**config.mk**
```make
export PLATFORM = sky130hd
export DESIGN_NAME = dual_die_emul
export DESIGN_NICKNAME = d
export VERILOG_FILES = /design/src/rtl/nand_emul_pkg.sv /design/src/rtl/nand_die_engine.sv /design/src/rtl/nand_cmd_front.sv /design/src/rtl/dual_die_emul.sv
export SDC_FILE = /design/constraint.sdc
export NUM_CORES = 1
export LEC_CHECK = 0
export CAP_MARGIN = 5
export CORE_ASPECT_RATIO = 1.75
export CORE_UTILIZATION = 60
export DETAILED_ROUTE_END_ITERATION = 16
export PLACE_DENSITY = 0.81
export SLEW_MARGIN = 20
export SYNTH_ARGS = -nofsm -noshare
export SYNTH_HDL_FRONTEND = slang
export SYNTH_SLANG_ARGS = --single-unit
export TNS_END_PERCENT = 20
```
**constraint.sdc**
```tcl
create_clock -name clk -period 3.5 [get_ports clk]
set_clock_uncertainty 0.15 [all_clocks]
set_input_delay 0.35 -clock clk [delete_from_list [all_inputs] [get_ports clk]]
set_output_delay 0.35 -clock clk [all_outputs]
set_load 0.02 [all_outputs]
```
**src/rtl/nand_emul_pkg.sv**
```systemverilog
package nand_emul_pkg;

    localparam int NUM_DIES = 2;

    localparam logic [7:0] CMD_PROG  = 8'h80;
    localparam logic [7:0] CMD_CONF  = 8'h10;
    localparam logic [7:0] CMD_CACHE = 8'h15;
    localparam logic [7:0] CMD_PLANE = 8'h11;
    localparam logic [7:0] CMD_ERASE = 8'h60;
    localparam logic [7:0] CMD_ECONF = 8'hD0;
    localparam logic [7:0] CMD_RAND  = 8'h85;
    localparam logic [7:0] CMD_STAT  = 8'h78;

    typedef enum logic [2:0] {
        D_IDLE, D_PROG, D_CREL, D_CBG, D_PWAIT, D_PARM, D_ERASE
    } die_st_t;

    typedef enum logic [2:0] {
        F_IDLE, F_PADDR, F_PDATA, F_RCOL, F_EADDR, F_EWAIT, F_SADDR, F_DROP
    } fe_st_t;

    typedef enum logic [1:0] {
        OP_PROG, OP_CACHE, OP_PLANE, OP_ERASE
    } op_t;

endpackage

```
**src/rtl/nand_die_engine.sv**
```systemverilog
module nand_die_engine
    import nand_emul_pkg::*;
#(
    parameter int PROG_T  = 64,
    parameter int ERASE_T = 256,
    parameter int CACHE_T = 8,
    parameter int PLANE_T = 4
) (
    input  logic clk,
    input  logic rst_n,
    input  logic go,
    input  op_t  op,
    output logic rdy,
    output logic done
);

    localparam int MAX_A = (PROG_T > ERASE_T) ? PROG_T : ERASE_T;
    localparam int MAX_B = (CACHE_T > PLANE_T) ? CACHE_T : PLANE_T;
    localparam int MAX_T = (MAX_A > MAX_B) ? MAX_A : MAX_B;
    localparam int CW    = $clog2(MAX_T + 1);
    localparam logic [CW-1:0] PROG_LD  = CW'(PROG_T - 1);
    localparam logic [CW-1:0] ERASE_LD = CW'(ERASE_T - 1);
    localparam logic [CW-1:0] CACHE_LD = CW'(CACHE_T - 1);
    localparam logic [CW-1:0] PLANE_LD = CW'(PLANE_T - 1);

    die_st_t        st, st_n;
    logic [CW-1:0]  cnt, cnt_n;

    // next state
    always_comb begin
        st_n  = st;
        cnt_n = cnt;
        unique case (st)
            D_IDLE, D_CBG, D_PARM: begin
                if (go) begin
                    unique case (op)
                        OP_PROG:  begin st_n = D_PROG;  cnt_n = PROG_LD;  end
                        OP_CACHE: begin st_n = D_CREL;  cnt_n = CACHE_LD; end
                        OP_PLANE: begin st_n = D_PWAIT; cnt_n = PLANE_LD; end
                        OP_ERASE: begin st_n = D_ERASE; cnt_n = ERASE_LD; end
                        default:  ;
                    endcase
                end else if (st == D_CBG) begin
                    if (cnt == '0) st_n = D_IDLE;
                    else           cnt_n = cnt - 1'b1;
                end
            end
            D_PROG, D_ERASE: begin
                if (cnt == '0) st_n = D_IDLE;
                else           cnt_n = cnt - 1'b1;
            end
            D_PWAIT: begin
                if (cnt == '0) st_n = D_PARM;
                else           cnt_n = cnt - 1'b1;
            end
            D_CREL: begin
                if (cnt == '0) begin st_n = D_CBG; cnt_n = PROG_LD; end
                else           cnt_n = cnt - 1'b1;
            end
            default: st_n = D_IDLE;
        endcase
    end

    // state register
    always_ff @(posedge clk) begin
        if (!rst_n) begin
            st  <= D_IDLE;
            cnt <= '0;
        end else begin
            st  <= st_n;
            cnt <= cnt_n;
        end
    end

    // outputs
    always_comb begin
        rdy  = (st == D_IDLE) || (st == D_CBG) || (st == D_PARM);
        done = (st == D_IDLE);
    end

    assert_done_has_rdy_R4: assert property (@(posedge clk) disable iff (!rst_n)
        done |-> rdy);

    assert_no_launch_busy_R10: assert property (@(posedge clk) disable iff (!rst_n)
        go |-> rdy);

    assert_no_erase_unless_idle_R10: assert property (@(posedge clk) disable iff (!rst_n)
        (go && op == OP_ERASE) |-> done);

    assert_prog_ends_idle_R3: assert property (@(posedge clk) disable iff (!rst_n)
        (st == D_PROG && cnt == '0) |=> done);

    assert_cache_release_R5: assert property (@(posedge clk) disable iff (!rst_n)
        (st == D_CREL && cnt == '0) |=> (rdy && !done));

endmodule

```
**src/rtl/nand_cmd_front.sv**
```systemverilog
module nand_cmd_front
    import nand_emul_pkg::*;
#(
    parameter int COL_CYCLES = 2,
    parameter int ROW_CYCLES = 3,
    parameter int DIE_BIT    = 2
) (
    input  logic                clk,
    input  logic                rst_n,
    input  logic                cle,
    input  logic                ale,
    input  logic                we,
    input  logic [7:0]          din,
    input  logic [NUM_DIES-1:0] can_prog,
    input  logic [NUM_DIES-1:0] can_erase,
    output logic [NUM_DIES-1:0] go,
    output op_t                 op,
    output logic                sel,
    output logic                proto_err
);

    localparam int AW = $clog2(COL_CYCLES + ROW_CYCLES + 1);
    localparam logic [AW-1:0] PLAST = AW'(COL_CYCLES + ROW_CYCLES - 1);
    localparam logic [AW-1:0] CLAST = AW'(COL_CYCLES - 1);
    localparam logic [AW-1:0] RLAST = AW'(ROW_CYCLES - 1);

    fe_st_t        st, st_n;
    logic [AW-1:0] acnt, acnt_n;
    logic          die, die_n, sel_n, second, second_n, err_n;
    logic          cmd_wr, adr_wr, abit;

    assign cmd_wr = we && cle && !ale;
    assign adr_wr = we && ale && !cle;
    assign abit   = din[DIE_BIT];

    // next state and launch
    always_comb begin
        st_n     = st;
        acnt_n   = acnt;
        die_n    = die;
        sel_n    = sel;
        second_n = second;
        err_n    = 1'b0;
        go       = '0;
        op       = OP_PROG;
        if (cmd_wr) begin
            acnt_n = '0;
            unique case (din)
                CMD_PROG: st_n = F_PADDR;
                CMD_ERASE: begin
                    second_n = (st == F_EWAIT);
                    st_n     = F_EADDR;
                end
                CMD_STAT: st_n = F_SADDR;
                CMD_RAND: begin
                    if (st == F_PDATA) st_n = F_RCOL;
                    else begin err_n = 1'b1; st_n = F_DROP; end
                end
                CMD_CONF, CMD_CACHE, CMD_PLANE: begin
                    st_n = F_IDLE;
                    if (st == F_PDATA) begin
                        go[die] = 1'b1;
                        op = (din == CMD_CONF)  ? OP_PROG :
                             (din == CMD_CACHE) ? OP_CACHE : OP_PLANE;
                    end else if (st != F_DROP) begin
                        err_n = 1'b1;
                    end
                end
                CMD_ECONF: begin
                    st_n = F_IDLE;
                    if (st == F_EWAIT) begin
                        go[die] = 1'b1;
                        op      = OP_ERASE;
                    end else if (st != F_DROP) begin
                        err_n = 1'b1;
                    end
                end
                default: begin
                    st_n  = F_IDLE;
                    err_n = 1'b1;
                end
            endcase
        end else if (adr_wr) begin
            acnt_n = acnt + 1'b1;
            unique case (st)
                F_PADDR: begin
                    if (acnt == PLAST) begin
                        if (can_prog[abit]) begin
                            die_n = abit;
                            st_n  = F_PDATA;
                        end else begin
                            err_n = 1'b1;
                            st_n  = F_DROP;
                        end
                    end
                end
                F_RCOL: begin
                    if (acnt == CLAST) st_n = F_PDATA;
                end
                F_EADDR: begin
                    if (acnt == RLAST) begin
                        if (second) begin
                            st_n = F_EWAIT;
                        end else if (can_erase[abit]) begin
                            die_n = abit;
                            st_n  = F_EWAIT;
                        end else begin
                            err_n = 1'b1;
                            st_n  = F_DROP;
                        end
                    end
                end
                F_SADDR: begin
                    if (acnt == RLAST) begin
                        sel_n = abit;
                        st_n  = F_IDLE;
                    end
                end
                default: ;
            endcase
        end
    end

    // state register
    always_ff @(posedge clk) begin
        if (!rst_n) begin
            st        <= F_IDLE;
            acnt      <= '0;
            die       <= 1'b0;
            sel       <= 1'b0;
            second    <= 1'b0;
            proto_err <= 1'b0;
        end else begin
            st        <= st_n;
            acnt      <= acnt_n;
            die       <= die_n;
            sel       <= sel_n;
            second    <= second_n;
            proto_err <= err_n;
        end
    end

    assert_sel_hold_R6: assert property (@(posedge clk) disable iff (!rst_n)
        !adr_wr |=> $stable(sel));

    assert_err_follows_write_R9: assert property (@(posedge clk) disable iff (!rst_n)
        $rose(proto_err) |-> $past(we));

endmodule

```
**src/rtl/dual_die_emul.sv**
```systemverilog
module dual_die_emul
    import nand_emul_pkg::*;
#(
    parameter int COL_CYCLES = 2,
    parameter int ROW_CYCLES = 3,
    parameter int DIE_BIT    = 2,
    parameter int PROG_T     = 64,
    parameter int ERASE_T    = 256,
    parameter int CACHE_T    = 8,
    parameter int PLANE_T    = 4
) (
    input  logic       clk,
    input  logic       rst_n,
    input  logic       cle,
    input  logic       ale,
    input  logic       we,
    input  logic       re,
    input  logic [7:0] din,
    output logic [7:0] dout,
    output logic       rb,
    output logic       proto_err
);

    logic [NUM_DIES-1:0] rdy, done, go;
    op_t                 op;
    logic                sel;

    nand_cmd_front #(
        .COL_CYCLES(COL_CYCLES),
        .ROW_CYCLES(ROW_CYCLES),
        .DIE_BIT   (DIE_BIT)
    ) u_front (
        .clk      (clk),
        .rst_n    (rst_n),
        .cle      (cle),
        .ale      (ale),
        .we       (we),
        .din      (din),
        .can_prog (rdy),
        .can_erase(done),
        .go       (go),
        .op       (op),
        .sel      (sel),
        .proto_err(proto_err)
    );

    for (genvar g = 0; g < NUM_DIES; g++) begin : g_die
        nand_die_engine #(
            .PROG_T (PROG_T),
            .ERASE_T(ERASE_T),
            .CACHE_T(CACHE_T),
            .PLANE_T(PLANE_T)
        ) u_die (
            .clk  (clk),
            .rst_n(rst_n),
            .go   (go[g]),
            .op   (op),
            .rdy  (rdy[g]),
            .done (done[g])
        );
    end

    assign rb = &rdy;

    always_ff @(posedge clk) begin
        if (!rst_n)  dout <= 8'h00;
        else if (re) dout <= {1'b0, rdy[sel], done[sel], 5'b00000};
    end

endmodule

```
# Word-level counts from Yosys, hierarchy flattened
# Cells that the tools add are included.
[totals]
reg_bits = 36
input_bits = 14
elab_cells = 182
[op_classes]
n_bitwise = 2
n_eq_ne = 48
reduce_logical = 39
order_cmp = 4
n_mux = 75
addsub = 3
[op_table]
columns = ["operator", "n"]
rows = [
  ["9-bit two-way mux", 8],
  ["3-bit one-hot mux with 4 select lines", 5],
  ["3-bit two-way mux", 19],
  ["9-bit one-hot mux with 3 select lines", 2],
  ["9-bit one-hot mux with 4 select lines", 1],
  ["3-bit equality test, second input constant", 10],
  ["1-bit two-way mux", 25],
  ["8-bit by 5-bit equality test with 1-bit output, second input constant", 3],
  ["8-bit equality test, second input constant", 3],
  ["3-bit by 2-bit equality test with 1-bit output, second input constant", 7],
  ["9-bit zero test", 2],
  ["2-bit two-way mux", 9],
  ["3-bit OR reduction", 6],
  ["9-bit by 1-bit subtractor with 9-bit output, second input constant", 2],
  ["8-bit by 7-bit equality test with 1-bit output, second input constant", 2],
  ["2-bit by 1-bit inequality test with 1-bit output, second input constant", 8],
  ["3-bit by 1-bit equality test with 1-bit output, second input constant", 4],
  ["3-bit by 1-bit inequality test with 1-bit output, second input constant", 4],
  ["2-bit one-hot mux with 2 select lines", 2],
  ["2-bit AND reduction", 4],
  ["8-bit AND reduction", 1],
  ["3-bit zero test", 2],
  ["1-bit by 2-bit less-than comparator with 1-bit output, second input constant", 3],
  ["3-bit by 2-bit inequality test with 1-bit output, second input constant", 2],
  ["21 further kinds", 37],
]

# Longest topological paths before layout
# Gate-level depths: netlist (run 1).
[depth]
word_depth = 10
depth_mapped = 11
mapped_depth_nobuf = 10

# Cells and area by module
# Synthesis (run 1) repeated with hierarchy kept, for this count alone.
[hier_totals]
hier_cells = 414
area_unflattened_um2 = 3208.1
[by_module_without_submodules]
columns = ["mod", "instances", "cells_each", "area_per_inst_um2"]
rows = [
  ["nand_die_engine (g_die[0].u_die)", 1, 144, 1119.8],
  ["nand_die_engine (g_die[1].u_die)", 1, 138, 1033.5],
  ["nand_cmd_front", 1, 116, 919.6],
  ["dual_die_emul", 1, 16, 135.1],
]

# Least setup slack after synthesis (run 1)
# OpenSTA, ideal clock, no wires.
[synth_timing]
path_type = "input port to flip-flop"
startpoint = "in din[1]"
endpoint = "reg g_die[1].u_die.cnt[3]"
path_slack_ns = 0.853
path_stages = 9
path_buffers = 1
t_arrival_ns = 2.438
required_time_ns = 3.291
setup_ns = 0.059
path_cell_list = "or2_1 > buf_2 > or4_1 > nor3_1 > o21ai_0 > ha_1 > o21a_1 > a211oi_1 > o221a_2"
[synth_via]
elab_chain_len = 10
elab_cells_between_ends = 21
[synth_lines]
columns = ["item", "line_no", "text"]
rows = [
  ["from (decl)", "dual_die_emul.sv:18", "input logic [7:0] din,"],
  ["8-bit by 5-bit equality test with 1-bit output", "nand_cmd_front.sv:48, nand_cmd_front.sv:64", ""],
  ["2-bit two-way mux", "nand_cmd_front.sv:64", "(din == CMD_CACHE) ? OP_CACHE : OP_PLANE;"],
  ["2-bit two-way mux", "nand_cmd_front.sv:63", "op = (din == CMD_CONF) ? OP_PROG :"],
  ["2-bit two-way mux", "nand_cmd_front.sv:61", "if (st == F_PDATA) begin"],
  ["2-bit one-hot mux with 2 select lines", "nand_cmd_front.sv:48", "unique case (din)"],
  ["2-bit two-way mux", "nand_cmd_front.sv:46", "if (cmd_wr) begin"],
  ["2-bit equality test (tied with other cells)", "nand_die_engine.sv:36", "unique case (op)"],
  ["9-bit one-hot mux with 4 select lines", "nand_die_engine.sv:36", ""],
  ["9-bit two-way mux", "nand_die_engine.sv:35", "if (go) begin"],
  ["9-bit one-hot mux with 3 select lines", "nand_die_engine.sv:33", "unique case (st)"],
  ["to (signal assigned)", "nand_die_engine.sv:71", "cnt <= cnt_n;"],
  ["to (decl)", "nand_die_engine.sv:27", "logic [CW-1:0] cnt, cnt_n;"],
]
# Parallel ways exist; a longest one is shown, timed or not. The select of a mux whose other input is x is not followed.
# A chain may end at the register's enable or synchronous reset.

# Worst setup path in the final report (run 1)
[layout_timing]
startpoint = "in din[4]"
endpoint = "reg g_die[1].u_die.cnt[3]"
# The elaborated chain is that of the path after synthesis.

==> results of run 1 <==
cells in the final DEF, fill, tap and decap left out, drive strengths merged, types with 4 or more instances in the layout:
master,instances
nor2,44
nand2,39
dfxtp,36
o21ai,29
a21oi,23
nand3,21
nor3,20
inv,19
clkdlybuf4s50,17
ha,12
buf,12
a211oi,10
a31oi,8
nand2b,7
or3,7
conb,6
a21boi,6
nor2b,5
a21o,5
mux2i,5
o22ai,5
nor4,5
clkbuf,5
nor4b,5
nand4,4
o221a,4
o31ai,4
flip-flops by register name, indices dropped and copies added (netlist names):
signal             count
dout                   2
g_die.u_die.cnt       18
u_front.sel            1
u_front.proto_err      1
u_front.second         1
g_die.u_die.st         6
u_front.die            1
u_front.acnt           3
u_front.st             3
worst paths after layout:
path	slack (ns)	cells after the start	to
worst max-delay path	0.58	9	g_die[1].u_die.cnt[3]
worst min-delay path	0.32	2	g_die[0].u_die.cnt[8]
worst max register to register	0.76	8	g_die[1].u_die.cnt[3]
worst min register to register	0.32	2	g_die[0].u_die.cnt[8]
critical path: stages:
cell and delay (ns):
clkdlybuf4s50_1 0.62, and2b_1 0.27, nand4b_1 0.26, o31ai_2 0.28, nand2_1 0.16, ha_1 0.38
o21a_1 0.20, a211oi_1 0.26, o221a_2 0.23
area by class of cell:
cell class / instances / share of cell area (%)
well taps: 54 / 1.95
multi-input cells: 346 / 65.2
inverters: 19 / 2.06
clock inverters: 3 / 0.541
clock buffers: 5 / 1.98
flip-flops and latches: 36 / 20.8
repair buffers: 29 / 7.50
power groups by stage:
stage / Combinational [mW] / Sequential (mW) / Clock, mW
6_report: 0.0914 / 0.414 / 0.309
3_5_place_dp: 0.0908 / 0.424 / 0
5_1_grt: 0.0987 / 0.415 / 0.330
4_1_cts: 0.0910 / 0.414 / 0.311
2_1_floorplan: 0.0551 / 0.426 / 0
3_3_place_gp: 0.0894 / 0.424 / 0
logic make-up after synthesis:
family                   count (synthesis)  synth area share [%]
AO/OA/AOI/OAI                          134                  30.0
adder cells (fa/ha/maj)                 12                  4.70
XOR/XNOR                                 5                  1.37
AND/OR/NAND/NOR                        182                  31.7
buffers and inverters                   49                  7.32
other                                    1                 0.117
multiplexers                             7                  2.27
flip-flops                              36                  22.5
per-stage QoR:
step / power [mW] / cells
after floorplan: 0.481 / 431
after global placement: 0.513 / 484
after detailed placement: 0.515 / 484
after CTS: 0.817 / 492
after global routing: 0.843 / 492
final: 0.814 / 492
per-layer routing:
layer	track usage, %	vias to the layer above	routed length [microns]
met5	0	-	0
met4	15.0	0	248
met3	3.67	25	272
met2	57.6	86	4430
met1	29.2	1527	3010
li1	-	1603	-
==> metrics.cfg, run 1 <==
[floorplan]
rows = 34
die_area_sq_mm = 0.00564
die_w_microns = 57.2
die_h_microns = 98.6
boundaryPins = 24
start_util_pct = 63.1
fp.coreArea_sq_mm = 0.00506

[power_and_ir_drop]
combinationalPowerShare_pct = 11.2
p_per_area_mw_per_mm2 = 235
switchingPower_mw = 0.225
power_frac_seq_pct = 50.9
clkPwrFrac_pct = 37.9
p_leak_nw = 1.36
vdd_drop_max_uv = 177
p_int_mw = 0.590
p_sw_share_pct = 27.6

[sta]
rsz0062_at_grt = no
fmaxAchievable_ghz = 0.342
relSlewSlack_pct = 60.1
worstMarginPinSlew_ns = 0.595
final.setup.worst_slack_ns = 0.577
report.final.slew_viol_count = 0
tns_ns = 0
report.final.setup_viol = 0
fin_crit_ns = 2.92
finalCritPeriodShare_pct = 83.5
hold_slack_ns = 0.320
hold_viol = 0

[placed_design]
pre_cts_slack_ns = 0.277
hpwl_microns = 6120
place_area_sq_mm = 0.00338
portBuffers = 17
gp_congestion = 0.906

[clock_network]
numCtsBuffers = 5
cts_sinks = 36
clockBufferDepth = 2
worst_skew_pair.late_latency_ns = 0.30
cts_resized = 0
clk_pin_slew_worst_paths_ns = 0.08
htree_num_levels = 2
clockRootBuffer = clkbuf_8
cts_setup_buffers = 0
cts_tree = done
postCtsHoldBufs = 0

[yosys]
netlist_top_cells_count = 42 x nor2_1, 39 x nand2_1, 36 x dfxtp_1
synth_area_per_cell_sq_um = 7.50
synth_ff_type = dfxtp_1
synthCells = 426
synth_area_sq_mm = 0.00320
synth_cell_types = 82
synth_most_common_cell = nor2_1
synthArstFlopShare_pct = 0
yosysSeqAreaShare_pct = 22.5
yosysTopAreaCellShare_pct = 22.5
synth-edff-count = 0
synth_warnings = 0
synth_top_area_cell = dfxtp_1
synth.area.top_cells = dfxtp_1 23%, nor2_1 4.9%, ha_1 4.7%, nand2_1 4.6%, o21ai_0 4.5%
synth-seq-cells = 36

[finish]
fill_cells = 465
multi_input_area_sq_mm = 0.00226
syn_to_final_growth_pct = 8.49
fin_nets = 463
utilization_pct = 68.5
final_area_sq_mm = 0.00347
num_antenna_cells = 0
layout-drive-gt1-share_pct = 11.6
regArea_sq_um = 721

[drt]
vias = 3241
routed_wl_microns = 7970
drt-initial-drc-count = 139
drcViolationCount = 0
avgViaCountPerCell = 6.59
antenna_left = 0
dr.pass1.iters = 4
wire_per_inst_microns = 16.2

[hold_path]
min_from = g_die[0].u_die.cnt[8]
hp-class = reg -> reg

[grt]
grt_pass1_wl_microns = 13400
grt_max_degree = 21
grt-ovfl-total = 0
grt_antenna_before_repair = 0
grt_pass1_vias = 3147
grt.total_usage_pct = 29.6

[job]
drv_cap = 0

[critical_path]
worstPathRequired_ns = 3.60
arrival_ns = 3.02
critical_path_class = in -> reg
critPathLaunch = din[4]
worst_setup_path_start_kind = primary input
cp_max_fo = 7
setup.worst_path.end_class = flop
r2r-start = u_front.st[2]

[run_status]
outcome = finished, final reports clean

No activity file was read; power rests on OpenSTA's default activity.
==> inputs of run 2 (changes only) <==
- CORE_UTILIZATION: 60 -> 54
- PLACE_DENSITY: 0.81 -> 0.77
- clock period: 3.5 -> 2.6 ns (I/O delays scaled with it)
==> run 2 against run 1 <==
Global-route usage increased by 3.3 points. Hold slack improved by 0.0095 ns. Combinational power rose by 62%. Register-to-register slack worse by 0.64 ns. Clock-buffer cell count is the same. Sequential share of layout area down 2.5 points. Routed wire length is 15% higher. Clock power increased by 38%. Worst setup slack worse by 0.47 ns. Largest power group unchanged. First-iteration DRC count up 55%. Critical path depth increased by 1.
==> metrics.cfg, run 2 (synthesized netlist as in run 1, its figures left out) <==
[run_status]
outcome = finished, final reports clean

[grt]
grt_max_degree = 17
grt_pass1_wl_microns = 16000
grt.total_usage_pct = 32.8
grt_pass1_vias = 3580
grt-ovfl-total = 0
grt_antenna_before_repair = 0

[clock_network]
htree_num_levels = 2
worst_skew_pair.late_latency_ns = 0.32
clk_pin_slew_worst_paths_ns = 0.09
cts_tree = done
cts_sinks = 36
numCtsBuffers = 5
clockRootBuffer = clkbuf_8
clockBufferDepth = 2
postCtsHoldBufs = 0

[floorplan]
fp.coreArea_sq_mm = 0.00563
rows = 36
die_h_microns = 104
die_area_sq_mm = 0.00624
die_w_microns = 60.2
start_util_pct = 56.8
boundaryPins = 24

[sta]
hold_viol = 0
final.setup.worst_slack_ns = 0.103
worstMarginPinSlew_ns = 0.583
finalCritPeriodShare_pct = 96.0
relSlewSlack_pct = 60.6
hold_slack_ns = 0.329
fin_crit_ns = 2.50
fmaxAchievable_ghz = 0.401
report.final.slew_viol_count = 0
report.final.setup_viol = 0

[hold_path]
hold_path_depth = 2
min_to = g_die[0].u_die.cnt[8]
min_from = g_die[0].u_die.cnt[8]
hp-class = reg -> reg

[finish]
layout-drive-gt1-share_pct = 22.9
fin_nets = 515
fin_cells = 566
largest_reg_flops = 18
regMostFlops = g_die.u_die.cnt
num_antenna_cells = 0
mostFrequentLayoutCell = buf_4
top_regs = g_die.u_die.cnt (18), g_die.u_die.st (6)
syn_to_final_growth_pct = 23.2
layout_common_cells = 64 x buf_4, 41 x nor2_1, 39 x nand2_1
utilization_pct = 70.0

[power_and_ir_drop]
vdd_drop_max_uv = 267
p_leak_nw = 1.64
p_per_area_mw_per_mm2 = 288
power_mw = 1.13

[critical_path]
cp_max_fo = 4
worst_setup_path_start_kind = primary input
reg2reg_depth = 9
r2r_end = g_die[0].u_die.cnt[0]
worstPathRequired_ns = 2.66
critical_path_class = in -> reg
r2r-start = g_die[0].u_die.cnt[0]
setup.worst_path.end_class = flop
arrival_ns = 2.55
rrSetupSlack_ns = 0.12

[drt]
antenna_left = 0
dr.pass1.iters = 5
wire_per_inst_microns = 16.2
vias = 3541
drcViolationCount = 0
drt-initial-drc-count = 216
routed_wl_microns = 9200
avgViaCountPerCell = 6.26

[placed_design]
dp_cells = 556
portBuffers = 17
pre_cts_slack_ns = -0.445
gp_congestion = 1.03
hpwl_microns = 7200

[job]
drv_cap = 0

-- run 2: cell types whose count changed in the layout (fill, tap and decap cells not counted), moves of 2 or more --
cell | before | now
buf_4 | 12 | 64
clkdlybuf4s50_1 | 17 | 14
dlymetal6s2s_1 | 0 | 3
ha_1 | 12 | 10
ha_2 | 0 | 2
-- run 2: how the worst max path moves through the flow --
| stage | from | endpoint | slack (ns) | cells past startpoint |
|---|---|---|---|---|
| after floorplan | u_front.st[0] | g_die[1].u_die.cnt[3] | 0.03 | 9 |
| after global placement | din[1] | g_die[1].u_die.cnt[5] | -0.35 | 9 |
| after detailed placement | din[5] | g_die[1].u_die.cnt[3] | -0.45 | 9 |
| after CTS | g_die[1].u_die.st[2] | rb | 0.01 | 4 |
| after global routing | din[4] | g_die[1].u_die.cnt[7] | -0.002 | 13 |
| final | din[1] | g_die[0].u_die.cnt[5] | 0.10 | 10 |
-- run 2: repair_timing --
action,4_1_cts,5_1_grt
setup endpoints to repair,3,14
buffers inserted,0,2
resized for setup,4,12
pin swaps,2,5
-- run 2: stage by stage --
| step | setup TNS, ns | cell area [sq um] |
|---|---|---|
| 5_1_grt | -0.00168 | 3940 |
| 6_report | 0 | 3940 |
| 4_1_cts | 0 | 3890 |
| 2_1_floorplan | 0 | 3220 |
| 3_5_place_dp | -4.37 | 3790 |
| 3_3_place_gp | -3.08 | 3790 |
-- run 2: per-layer routing --
metal | GRT usage [%] | vias to the layer above | wire, microns
li1 | - | 1706 | -
met1 | 31.7 | 1671 | 3200
met2 | 60.4 | 124 | 5230
met3 | 5.87 | 40 | 375
met4 | 18.4 | 0 | 393
met5 | 0 | - | 0
-- run 2: worst max-delay path, cell delays in order --
cell and delay, ns:
clkdlybuf4s50_1 0.42, or2_1 0.25, or4_4 0.53, nor3_2 0.12
o21ai_1 0.09, ha_2 0.37, buf_4 0.12, nor2_2 0.05
o41ai_1 0.24, nor3_1 0.09
-- run 2: layout make-up --
type	count	area [sq um]
Clock inverter	3	18.8
Timing Repair Buffer	81	658
Clock buffer	5	68.8
Sequential cell	36	722
Inverter	19	71.3
Multi-Input combinational cell	346	2310
Tap cell	76	95.1
Fill cell	489	1690
-- run 2: report_power, final --
| part | internal, mW | leakage (nW) | switching [mW] |
|---|---|---|---|
| combinational | 0.0694 | 1.31 | 0.0783 |
| clock | 0.187 | 0.0479 | 0.240 |
| sequential | 0.555 | 0.291 | 0.00309 |
==> inputs of run 3 (changes only) <==
- CORE_UTILIZATION: 54 -> 31
- PLACE_DENSITY: 0.77 -> not set
==> run 3 against run 2 <==
Via count is 3.5% lower. Sequential power is essentially flat. Clock power up 75%. Sequential share of layout area shrank 0.59 points. Worst setup slack worse by 0.017 ns. Critical endpoint is now rb. Global-route usage shrank 15 points. First-iteration DRC count shrank 21%. Non-clock buffer count is 2 lower.
==> metrics.cfg, run 3 (synthesized netlist as in run 1, its figures left out) <==
[clock_network]
cts_tree = done
clockBufferDepth = 2
htree_num_levels = 2
clockRootBuffer = clkbuf_16
clk_pin_slew_worst_paths_ns = 0.06
cts_sinks = 36
worst_skew_pair.late_latency_ns = 0.29
numCtsBuffers = 5
postCtsHoldBufs = 0

[finish]
num_antenna_cells = 0
syn_to_final_growth_pct = 27.2
regArea_sq_um = 721
largest_reg_flops = 18
regMostFlops = g_die.u_die.cnt
fin_nets = 513
fill_cells = 1050
layout-drive-gt1-share_pct = 22.3
mostFrequentLayoutCell = buf_4
multi_input_area_sq_mm = 0.00230
top_regs = g_die.u_die.cnt (18), g_die.u_die.st (6)
utilization_pct = 40.8
layout_common_cells = 62 x buf_4, 41 x nor2_1, 37 x nand2_1

[placed_design]
gp_congestion = 0.941
hpwl_microns = 6860
portBuffers = 17

[critical_path]
setup.worst_path.end_class = output pin
cp_top_family = simple AND/OR/NAND/NOR gates
critPathLaunch = g_die[0].u_die.st[0]
worstPathRequired_ns = 2.19
arrival_ns = 2.10
critPathSlowestCell = clkdlybuf4s50_1
r2r-start = g_die[0].u_die.cnt[1]
cp_num_buf_inv = 1
cp_max_fo = 4
worst_setup_path_start_kind = flop
critical_path_class = reg -> out
cpPeakStageDelay_ns = 0.62
cp_cell_sequence = or3_1 -> a21boi_0 -> nor2_1 -> clkdlybuf4s50_1

[drt]
routed_wl_microns = 8720
wire_per_inst_microns = 14.2
antenna_left = 0
drcViolationCount = 0
avgViaCountPerCell = 5.58
drt-initial-drc-count = 170
vias = 3418
dr.pass1.iters = 5

[power_and_ir_drop]
power_mw = 1.45
p_leak_nw = 1.68
vdd_drop_max_uv = 228
p_per_area_mw_per_mm2 = 356

[sta]
hold_viol = 0
report.final.slew_viol_count = 0
report.final.setup_viol = 0
hold_slack_ns = 0.319
worstMarginPinSlew_ns = 0.573
fin_crit_ns = 2.51
relSlewSlack_pct = 61.2
finalCritPeriodShare_pct = 96.7
rsz0062_at_grt = no
fmaxAchievable_ghz = 0.398

[run_status]
outcome = finished, final reports clean

[floorplan]
die_w_microns = 78.8
die_area_sq_mm = 0.0107
start_util_pct = 32.1
boundaryPins = 24
fp.coreArea_sq_mm = 0.00997
die_h_microns = 136
rows = 48

[hold_path]
min_from = g_die[0].u_die.cnt[8]
hp-class = reg -> reg

[grt]
grt.total_usage_pct = 17.4
grt-ovfl-total = 0
grt_max_degree = 36
grt_antenna_before_repair = 0
grt_pass1_vias = 3320
grt_pass1_wl_microns = 14800

[job]
drv_cap = 0

[run 3: cell types whose count changed in the layout (fill, tap and decap cells not counted), moves of 2 or more]
cell	change
buf_4	-2
clkbuf_16	+5
clkbuf_8	-3
clkdlybuf4s50_1	-5
clkinv_2	-2
dlygate4sd2_1	+5
nand2_1	-2
nand2_2	+2
[run 3: cell type report]
| class | instances | area share [%] |
|---|---|---|
| sequential | 36 | 17.7 |
| timing repair buffer | 79 | 15.7 |
| inverter | 19 | 1.75 |
| tap | 125 | 3.85 |
| multi-input combinational | 346 | 56.5 |
| clock inverter | 1 | 0.739 |
| clock buffer | 7 | 3.75 |
[run 3: power by group]
group | total [mW] | internal, mW | leakage (nW) | switching, mW
Clock | 0.747 | 0.505 | 0.0901 | 0.242
Combinational | 0.142 | 0.0659 | 1.30 | 0.0765
Sequential | 0.559 | 0.556 | 0.291 | 0.00311
Total | 1.45 | 1.13 | 1.68 | 0.321
[run 3: final timing paths]
kind | end | slack [ns] | cells after the start
setup / recovery | rb | 0.09 | 4
hold / removal | g_die[0].u_die.cnt[8] | 0.32 | 2
setup reg to reg | g_die[0].u_die.cnt[0] | 0.15 | 9
hold reg to reg | g_die[0].u_die.cnt[8] | 0.32 | 2
[run 3: timing repair]
| action | 4_1_cts | 5_1_grt |
|---|---|---|
| buffers inserted | 0 | 1 |
| gates resized for setup | 10 | 7 |
| endpoints found under the hold margin | 0 | 0 |
| pin swaps | 8 | 5 |
| setup endpoints to repair | 5 | 10 |
[run 3: layer usage]
layer  wire (microns)  vias up  global-route usage, %  part of all wire, %
met5                0        -                      0                    0
met4              312        0                   10.3                  3.6
met3              254       22                   2.55                  2.9
met2             4900       85                   33.7                   56
met1             3250     1610                   16.8                   37
li1                 -     1701                      -                    -
[run 3: worst min-delay path: cells and delay by family, from the launching register on]
family             cells  cell delay [ns]
DFF                    1             0.33
AOI/OAI and AO/OA      1             0.03
and+or+nand+nor        1             0.06
[run 3: per-stage QoR]
stage / cell area (sq um) / setup slack, ns / instances / TNS (ns)
after floorplan: 3220 / 0.0325 / 431 / 0
after global placement: 3850 / -0.385 / 604 / -3.65
after detailed placement: 3850 / -0.409 / 604 / -3.72
after CTS: 4040 / 0.00357 / 612 / 0
after global routing: 4070 / 0.00372 / 613 / 0
final: 4070 / 0.0863 / 613 / 0
